## config.mk

```make
export PLATFORM = sky130hd
export DESIGN_NAME = rst_cause_reg
export DESIGN_NICKNAME = d
export VERILOG_FILES = /design/src/rtl/rst_cause_pkg.sv /design/src/rtl/rst_cause_ctrl.sv /design/src/rtl/rst_cause_dp.sv /design/src/rtl/rst_cause_reg.sv
export SDC_FILE = /design/constraint.sdc
export NUM_CORES = 1
export LEC_CHECK = 0
export ABC_CLOCK_PERIOD_IN_PS = 1400
export CORE_ASPECT_RATIO = 0.9
export CORE_MARGIN = 8
export CORE_UTILIZATION = 27
export DETAILED_ROUTE_END_ITERATION = 16
export PLACE_DENSITY = 0.95
export SLEW_MARGIN = 20
export SYNTH_ARGS = -nofsm -noshare
export SYNTH_HDL_FRONTEND = slang
export SYNTH_SLANG_ARGS = --single-unit
```

## constraint.sdc

```tcl
create_clock -name clk -period 1.4 [get_ports clk]
set_input_delay 0.21 -clock clk [delete_from_list [all_inputs] [get_ports clk]]
set_output_delay 0.21 -clock clk [all_outputs]
set_load 0.02 [all_outputs]
```

## src/rtl/rst_cause_pkg.sv

```systemverilog
package rst_cause_pkg;
  localparam int DATA_W   = 32;
  localparam int FLAG_W   = 4;
  localparam int CTRL_W   = 8;
  localparam int FLAG_LSB = 28;
  localparam int CLR_BIT  = 24;
  localparam int LANES    = DATA_W / 8;
  localparam int CLR_LANE = CLR_BIT / 8;

  typedef struct packed {
    logic              clearFlags;
    logic [CTRL_W-1:0] ctrlWe;
    logic [CTRL_W-1:0] ctrlWdata;
  } strobe_t;
endpackage

```

## src/rtl/rst_cause_ctrl.sv

```systemverilog
module rst_cause_ctrl
  import rst_cause_pkg::*;
(
  input  logic              busSel,
  input  logic              busWrite,
  input  logic [LANES-1:0]  busByteEn,
  input  logic [DATA_W-1:0] busWdata,
  output strobe_t           strobe
);
  logic wrAct;
  assign wrAct = busSel & busWrite;

  assign strobe.clearFlags = wrAct & busByteEn[CLR_LANE] & busWdata[CLR_BIT];

  for (genvar b = 0; b < CTRL_W; b++) begin : g_ctrlBit
    assign strobe.ctrlWe[b]    = wrAct & busByteEn[b/8];
    assign strobe.ctrlWdata[b] = busWdata[b];
  end
endmodule

```

## src/rtl/rst_cause_dp.sv

```systemverilog
module rst_cause_dp
  import rst_cause_pkg::*;
(
  input  logic              clk,
  input  logic              porRstN,
  input  logic              sysRstN,
  input  strobe_t           strobe,
  input  logic [FLAG_W-1:0] causePulse,
  output logic [DATA_W-1:0] busRdata,
  output logic [CTRL_W-1:0] ctrlOut
);
  logic [FLAG_W-1:0] flagQ;
  logic [CTRL_W-1:0] ctrlQ;
  logic              ctrlRstN;

  assign ctrlRstN = porRstN & sysRstN;

  // flags: only the power-on reset reaches them; set wins over clear
  always_ff @(posedge clk or negedge porRstN) begin
    if (!porRstN) flagQ <= '0;
    else          flagQ <= (flagQ & ~{FLAG_W{strobe.clearFlags}}) | causePulse;
  end

  // control byte follows system reset as well
  always_ff @(posedge clk or negedge ctrlRstN) begin
    if (!ctrlRstN) ctrlQ <= '0;
    else           ctrlQ <= (ctrlQ & ~strobe.ctrlWe) | (strobe.ctrlWdata & strobe.ctrlWe);
  end

  always_comb begin
    busRdata = '0;
    busRdata[FLAG_LSB +: FLAG_W] = flagQ;
    busRdata[0 +: CTRL_W]        = ctrlQ;
  end

  assign ctrlOut = ctrlQ;
endmodule

```

## src/rtl/rst_cause_reg.sv

```systemverilog
module rst_cause_reg
  import rst_cause_pkg::*;
(
  input  logic              clk,
  input  logic              porRstN,
  input  logic              sysRstN,
  input  logic              busSel,
  input  logic              busWrite,
  input  logic [LANES-1:0]  busByteEn,
  input  logic [DATA_W-1:0] busWdata,
  output logic [DATA_W-1:0] busRdata,
  input  logic [FLAG_W-1:0] causePulse,
  output logic [CTRL_W-1:0] ctrlOut
);
  strobe_t strobe;

  rst_cause_ctrl u_ctrl (
    .busSel    (busSel),
    .busWrite  (busWrite),
    .busByteEn (busByteEn),
    .busWdata  (busWdata),
    .strobe    (strobe)
  );

  rst_cause_dp u_dp (
    .clk        (clk),
    .porRstN    (porRstN),
    .sysRstN    (sysRstN),
    .strobe     (strobe),
    .causePulse (causePulse),
    .busRdata   (busRdata),
    .ctrlOut    (ctrlOut)
  );
endmodule

```

After elaboration in Yosys (flattened, before gate mapping)
Cells that the tools add are included.
{"block": "totals", "output_inout_bits": 40, "reg_bits": 12}
{"block": "classes", "bitwise_logic": 12}
{"op": "$and 8x8->8", "count": 2}
{"op": "$not 8->8", "count": 1}
{"op": "$or 8x8->8", "count": 1}
{"op": "$and 1x1->1", "count": 5}
{"op": "$and 4x4->4", "count": 1}
{"op": "$not 4->4", "count": 1}
{"op": "$or 4x4->4", "count": 1}

Logic depth before layout (Yosys ltp)
Gate-level depths: netlist (run 1).
{"block": "depth", "word_depth": 6, "mapped_depth": 2}

Cells and area by module
Synthesis (run 1) repeated with hierarchy kept, for this count alone.
{"block": "hier_totals", "cells_unflattened": 72, "area_unflattened_um2": 803.3}
{"module": "rst_cause_dp", "instances": 1, "seq_area_each_um2": 300.3, "area_each_um2": 674.4, "cells_each": 55}
{"module": "rst_cause_ctrl", "instances": 1, "seq_area_each_um2": 0.0, "area_each_um2": 128.9, "cells_each": 17}

Least setup slack after synthesis (run 1)
OpenSTA, ideal clock, no wires.
{"block": "synth_path", "path_type": "register to register", "from": "reg (tool-made name)", "to": "reg (tool-made name)", "slack_ps": 559, "synth_period_minus_slack_ps": 841, "setup_time_ps": 125, "required_time_ps": 1275, "arrival_ps": 716, "stages_incl_launch_ff": 2, "path_cell_list": "dfrtp_1 -> mux2_2"}

==> flow_summary.ini, run 1 <==
[grt]
grt_overflow_total = 0
grt_pass1_wl_um = 2310
antenna_found_initial = 0
grt_use_total_pct = 7.24
grt_pass1_vias = 468
grt_start_max_net_pins = 9

[sta]
timing.final.max_slew_violations = 0
setup_viol = 0
clock-skew-final_ns = 0
hold_viol = 0
finalSetupTns_ns = 0
timing.final.ws_setup_ns = 0.198
post-route-min-period_ns = 1.20
post-route-period-util_pct = 85.9
fmax_ghz = 0.832
rsz0062_at_grt = false

[worst_setup_path]
critPathMaxFanout = 3
crit_family = flip-flops
cp_data_arrival_time_ns = 0.99
critPathSlowestCell = dfrtp_1
cp_slowest_stage_delay_ns = 0.40
path_buf_inv = 1
worst_setup_path_start_kind = register
rrSetupSlack_ns = 0.63
worstPathRequired_ns = 1.19
crit_type = reg -> out
crit_chain = dlygate4sd2_1
critPathCaptureType = output pin

[synth]
synthXorXnorAreaFrac_pct = 0
synth_mux_area_share_pct = 13.6
ys_seq_elements = 12
ys_warn_count = 0
synth_top_family_by_area = buffers and inverters
synth_simple_gate_area_share_pct = 4.52
ys_types = 8
synthAdderAreaFrac_pct = 0
synth_area_um2 = 664
seq_area_frac_synth_pct = 45.2
syn-instance-count = 56
synth_area_per_cell_um2 = 11.9
synth_compound_area_share_pct = 4.52

[clock_network]
hold_buffers = 0
post-cts-setup-buffer-count = 0
cts-root-buf = clkbuf_4
clk_latency_ns = 0.26
clkSinkCount = 12
cts_tree = yes
cts_max_level = 1
clockBufferDepth = 2
cts.clk_slew.worst_paths_ns = 0.08
cts-resized-gates = 20
numCtsBuffers = 3

[routing]
ant_nets = 0
drt_iter0_drc = 6
viasPerCell = 3.86
wl_per_cell_um = 13.8
wl_um = 1630
drc = 0
vias = 455
first_pass_iters = 2

[cells_and_area]
nNetsFinal = 136
register_area_um2 = 300
final_util_pct = 40.0
drive_above_1_share_pct = 14.4
multi_input_area_um2 = 225
syn_to_final_growth_pct = 44.8
num_antenna_cells = 0
n_fill_cell = 251

[power_and_ir_drop]
leakage_nw = 0.444
p_switching_mw = 0.384
power_frac_comb_pct = 36.9
p_per_area_nw_per_um2 = 1150
power_mw = 1.11
power_frac_clock_pct = 24.8
sequentialPowerShare_pct = 38.3
sw_frac_of_total_pct = 34.7
ir_worst_vdd_v = 0.000532
p_int_mw = 0.722

[floorplan]
initial_core_util_pct = 27.6
die_w_um = 68.3
die-area_um2 = 4310
rows = 17
die_h_um = 63.1
core_um2 = 2400
io_pins = 85

[hold_path]
hp-class = in -> async

[status]
status = complete, no violations

[job]
drv_cap = 0

[placement]
gp_congestion = 0.662
numPortBuffers = 39
pre_cts_slack_ns = 0.0597
==> power by group through the flow <==
stage,sequential (mW),combinational (mW),clock [mW]
6_report,0.423,0.408,0.275
5_1_grt,0.430,0.430,0.315
4_1_cts,0.424,0.414,0.289
3_5_place_dp,0.435,0.479,0
3_3_place_gp,0.430,0.471,0
2_1_floorplan,0.492,0.263,0
==> cell usage after synthesis <==
cell	number	share of area [%]
buf_4	28	32
dfrtp_1	12	45
mux2_2	8	14
a21o_1	4	4.5
and2_1	1	0.94
conb_1	1	0.56
nand3_4	1	2.6
nand4_1	1	0.94
==> layer usage <==
metal	part of all wire [%]	up-vias	global-route usage, %
met4	0	0	1.53
met2	52	34	13.6
met5	0	-	0
met1	32	217	6.53
met3	16	0	3.71
li1	-	204	-
==> cell families after synthesis <==
logic type	Yosys count
simple gates	3
flops	12
other cells	1
buf+inv	28
mux	8
compound gates	4
==> path summary, 6_finish.rpt <==
check,start,to,cells after the start
max,register,busRdata[7],1
min,porRstN,u_dp.flagQ[1]$_DFF_PN0_,1
max reg2reg,register,register,1
min reg2reg,u_dp.flagQ[1]$_DFF_PN0_,u_dp.flagQ[1]$_DFF_PN0_,1
max in group asynchronous,porRstN,asynchronous set/reset pin,2
min in group clk,u_dp.flagQ[1]$_DFF_PN0_,u_dp.flagQ[1]$_DFF_PN0_,1
==> per-stage QoR <==
stage / cells / hold slack [ns] / cell area (um2)
after floorplan: 75 / -0.0856 / 736
after global placement: 114 / 0.429 / 951
after detailed placement: 114 / 0.438 / 951
after CTS: 118 / 0.141 / 962
after global routing: 118 / 0.139 / 962
final: 118 / 0.151 / 962
==> layout make-up <==
type / count / area share, %
tap: 28 / 3.64
clock buffer: 4 / 3.77
sequential: 12 / 31.2
multi-input combinational: 35 / 23.4
timing repair buffer: 39 / 38.0
==> cells in the final DEF, fill, tap and decap left out <==
cell type,n
a21o_1,4
and2_1,1
clkbuf_4,3
clkbuf_8,1
clkdlybuf4s50_1,19
conb_1,20
dfrtp_1,12
dlygate4sd2_1,20
mux2_2,8
nand3_4,1
nand4_1,1
Power figures use the tool's default switching activity.
==> inputs of run 2 (changes only) <==
--- a/config.mk
+++ b/config.mk
@@ -10,7 +10,7 @@
 export CORE_MARGIN = 8
 export CORE_UTILIZATION = 27
 export DETAILED_ROUTE_END_ITERATION = 16
-export PLACE_DENSITY = 0.95
+export PLACE_DENSITY = 0.85
 export SLEW_MARGIN = 20
 export SYNTH_ARGS = -nofsm -noshare
 export SYNTH_HDL_FRONTEND = slang
==> flow_summary.ini, run 2 (same netlist as run 1, synthesis figures left out) <==
[job]
drv_cap = 0

[worst_setup_path]
crit_family = flip-flops
cp_slowest_stage_delay_ns = 0.40
path_buf_inv = 1
critPathMaxFanout = 3
cp_data_arrival_time_ns = 1.00
critPathCaptureType = output pin
crit_chain = dlygate4sd2_1
critPathSlowestCell = dfrtp_1
worstPathRequired_ns = 1.19
worst_setup_path_start_kind = register
crit_type = reg -> out

[clock_network]
post-cts-setup-buffer-count = 0
numCtsBuffers = 3
cts-root-buf = clkbuf_4
cts_tree = yes
clk_latency_ns = 0.26
cts.clk_slew.worst_paths_ns = 0.07
cts_max_level = 1
clockBufferDepth = 2
clkSinkCount = 12

[routing]
vias = 443
ant_nets = 0
drc = 0
first_pass_iters = 2
wl_um = 1540
drt_iter0_drc = 4
viasPerCell = 3.79
wl_per_cell_um = 13.1

[sta]
rsz0062_at_grt = false
setup_viol = 0
finalSetupTns_ns = 0
timing.final.max_slew_violations = 0
post-route-min-period_ns = 1.21
hold_viol = 0
holdWs_ns = 0.141
post-route-period-util_pct = 86.3
clock-skew-final_ns = 0
fmax_ghz = 0.827

[placement]
numPortBuffers = 39
gp_congestion = 0.673
dp_hpwl_um = 1370

[grt]
grt_overflow_total = 0
grt_use_total_pct = 6.85
antenna_found_initial = 0
grt_start_max_net_pins = 9
grt_pass1_vias = 486
grt_pass1_wl_um = 2200

[floorplan]
core_um2 = 2400
die_h_um = 63.1
die_w_um = 68.3
die-area_um2 = 4310
initial_core_util_pct = 27.6
io_pins = 85
rows = 17

[cells_and_area]
register_area_um2 = 300
nNetsFinal = 136
drive_above_1_share_pct = 13.5
final_util_pct = 39.5
multi_input_area_um2 = 225
num_antenna_cells = 0
final_cell_mix = 20 x conb_1, 20 x dlygate4sd2_1, 19 x clkdlybuf4s50_1
syn_to_final_growth_pct = 42.7
n_fill_cell = 247

[power_and_ir_drop]
ir_worst_vdd_v = 0.000603
leakage_nw = 0.437
power_mw = 1.03
p_per_area_nw_per_um2 = 1090

[status]
status = complete, no violations

[hold_path]
hp-class = in -> async
-- run 2: what timing repair did --
item	CTS	global route
setup endpoints to repair	20	0
gates resized for setup	20	0
hold buffers	0	0
-- run 2: worst paths after layout --
kind / to / depth (start not counted) / startpoint / slack, ns
worst min register to register: u_dp.flagQ[2]$_DFF_PN0_ / 1 / u_dp.flagQ[2]$_DFF_PN0_ / 0.48
worst min-delay path: u_dp.flagQ[1]$_DFF_PN0_ / 1 / porRstN / 0.14
min in group clk: u_dp.flagQ[2]$_DFF_PN0_ / 1 / u_dp.flagQ[2]$_DFF_PN0_ / 0.48
max in group asynchronous: asynchronous set/reset pin / 2 / porRstN / 0.63
worst max-delay path: busRdata[3] / 1 / register / 0.19
worst max register to register: register / 1 / register / 0.63
-- run 2: routing by layer --
| layer | track usage, % | vias up | share of wire, % |
|---|---|---|---|
| li1 | - | 204 | - |
| met1 | 5.39 | 199 | 29 |
| met2 | 12.4 | 38 | 50 |
| met3 | 4.95 | 2 | 20 |
| met4 | 2.30 | 0 | 0.65 |
| met5 | 0 | - | 0 |
-- run 2: final cells by class --
type / count / area share (%)
Multi-Input combinational cell: 35 / 23.7
Sequential cell: 12 / 31.7
Timing Repair Buffer: 39 / 38.5
Tap cell: 28 / 3.69
Clock buffer: 3 / 2.37
-- run 2: power breakdown --
| part | internal (mW) | switching, mW | total, mW |
|---|---|---|---|
| Sequential | 0.395 | 0.0277 | 0.422 |
| Combinational | 0.170 | 0.236 | 0.406 |
| Clock | 0.0994 | 0.104 | 0.203 |
-- run 2: metrics by stage --
stage | instance area [um2] | setup slack, ns | instances
finish | 948 | 0.191 | 117
floorplan | 736 | 0.559 | 75
global route | 948 | 0.153 | 117
global placement | 951 | 0.0902 | 114
CTS | 948 | 0.170 | 117
detailed placement | 951 | 0.0744 | 114
==> inputs of run 3 (changes only) <==
--- a/config.mk
+++ b/config.mk
@@ -7,7 +7,7 @@
 export LEC_CHECK = 0
 export ABC_CLOCK_PERIOD_IN_PS = 1400
 export CORE_ASPECT_RATIO = 0.9
-export CORE_MARGIN = 8
+export CORE_MARGIN = 2
 export CORE_UTILIZATION = 27
 export DETAILED_ROUTE_END_ITERATION = 16
 export PLACE_DENSITY = 0.85
==> flow_summary.ini, run 3 (same netlist as run 1, synthesis figures left out) <==
[cells_and_area]
syn_to_final_growth_pct = 42.7
drive_above_1_share_pct = 13.5
num_antenna_cells = 0
nNetsFinal = 136
final_cell_mix = 20 x conb_1, 20 x dlygate4sd2_1, 19 x clkdlybuf4s50_1
design_area_um2 = 948

[worst_setup_path]
critPathSlowestCell = dfrtp_1
critPathCaptureType = output pin
path_buf_inv = 1
crit_type = reg -> out
path_depth = 1
cp_slowest_stage_delay_ns = 0.39
worst_setup_path_start_kind = register
reg2reg_depth = 1
rrSetupSlack_ns = 0.63
cp_data_arrival_time_ns = 0.98
critPathMaxFanout = 3
worstPathRequired_ns = 1.19
crit_end = ctrlOut[4]
crit_family = flip-flops
crit_chain = dlygate4sd2_1

[sta]
setup_viol = 0
post-route-min-period_ns = 1.19
hold_viol = 0
post-route-period-util_pct = 85.0
rsz0062_at_grt = false
fmax_ghz = 0.840
finalSetupTns_ns = 0
clock-skew-final_ns = 0
timing.final.max_slew_violations = 0
holdWs_ns = 0.150

[clock_network]
post-cts-setup-buffer-count = 0
cts-root-buf = clkbuf_4
cts_max_level = 1
cts-resized-gates = 20
clkSinkCount = 12
clockBufferDepth = 2
cts.clk_slew.worst_paths_ns = 0.07
cts_tree = yes
clk_latency_ns = 0.26
numCtsBuffers = 3
hold_buffers = 0

[status]
status = complete, no violations

[power_and_ir_drop]
leakage_nw = 0.437
ir_worst_vdd_v = 0.000486
sequentialPowerShare_pct = 41.3
sw_frac_of_total_pct = 35.0
power_frac_comb_pct = 39.2
p_per_area_nw_per_um2 = 1080
p_switching_mw = 0.358
power_mw = 1.02
p_int_mw = 0.663
power_frac_clock_pct = 19.5

[floorplan]
die_h_um = 51.1
io_pins = 85
initial_core_util_pct = 27.6
rows = 17
core_um2 = 2400
die_w_um = 56.3
die-area_um2 = 2870

[routing]
drc = 0
wl_per_cell_um = 10.4
wl_um = 1220
drt_iter0_drc = 8
viasPerCell = 3.82
vias = 447
first_pass_iters = 2
ant_nets = 0

[hold_path]
hp-class = in -> async

[grt]
gr-usage-met2_pct = 17.5
met3_usage_pct = 6.84
grt.busiest_layer = met2
grt_pass1_vias = 443
grt_use_total_pct = 9.64
grt_start_max_net_pins = 9
use_met1_pct = 9.69
grt_overflow_total = 0
antenna_found_initial = 0
grt_pass1_wl_um = 2050

[placement]
numPortBuffers = 39
dp_hpwl_um = 1080
gp_congestion = 0.640
postPlaceCellArea_um2 = 951

[job]
drv_cap = 0
run 3: worst min path at each step:
| stage | start | to | slack [ns] | cells past startpoint |
|---|---|---|---|---|
| 6_report | porRstN | u_dp.flagQ[2]$_DFF_PN0_ | 0.15 | 1 |
| 5_1_grt | porRstN | u_dp.flagQ[2]$_DFF_PN0_ | 0.14 | 1 |
| 4_1_cts | porRstN | u_dp.flagQ[2]$_DFF_PN0_ | 0.14 | 1 |
| 3_5_place_dp | porRstN | u_dp.flagQ[2]$_DFF_PN0_ | 0.44 | 1 |
| 3_3_place_gp | porRstN | u_dp.flagQ[2]$_DFF_PN0_ | 0.43 | 1 |
| 2_1_floorplan | porRstN | u_dp.flagQ[0]$_DFF_PN0_ | -0.09 | 0 |
run 3: layout make-up:
class | count | area [um2]
Tap cell | 28 | 35.0
Fill cell | 250 | 1460
Sequential cell | 12 | 300
Multi-Input combinational cell | 35 | 225
Clock buffer | 3 | 22.5
Timing Repair Buffer | 39 | 365
run 3: power groups by stage:
stage / registers, mW / clock network [mW] / logic, mW
after detailed placement: 0.434 / 0 / 0.472
final: 0.422 / 0.199 / 0.400
after floorplan: 0.492 / 0 / 0.263
after global placement: 0.430 / 0 / 0.466
after global routing: 0.433 / 0.233 / 0.425
after CTS: 0.423 / 0.213 / 0.407
run 3: metrics by stage:
step / cells / setup WS, ns / util [%]
after detailed placement: 114 / 0.0566 / 39.6
final: 117 / 0.210 / 39.5
after floorplan: 75 / 0.559 / -
after global routing: 117 / 0.158 / 39.5
after global placement: 114 / 0.0794 / 39.6
after CTS: 117 / 0.194 / 39.5
run 3: per-layer routing:
layer	routed length [um]	part of all wire (%)
met1	393	32
met2	644	53
met3	179	15
met4	0	0
met5	0	0
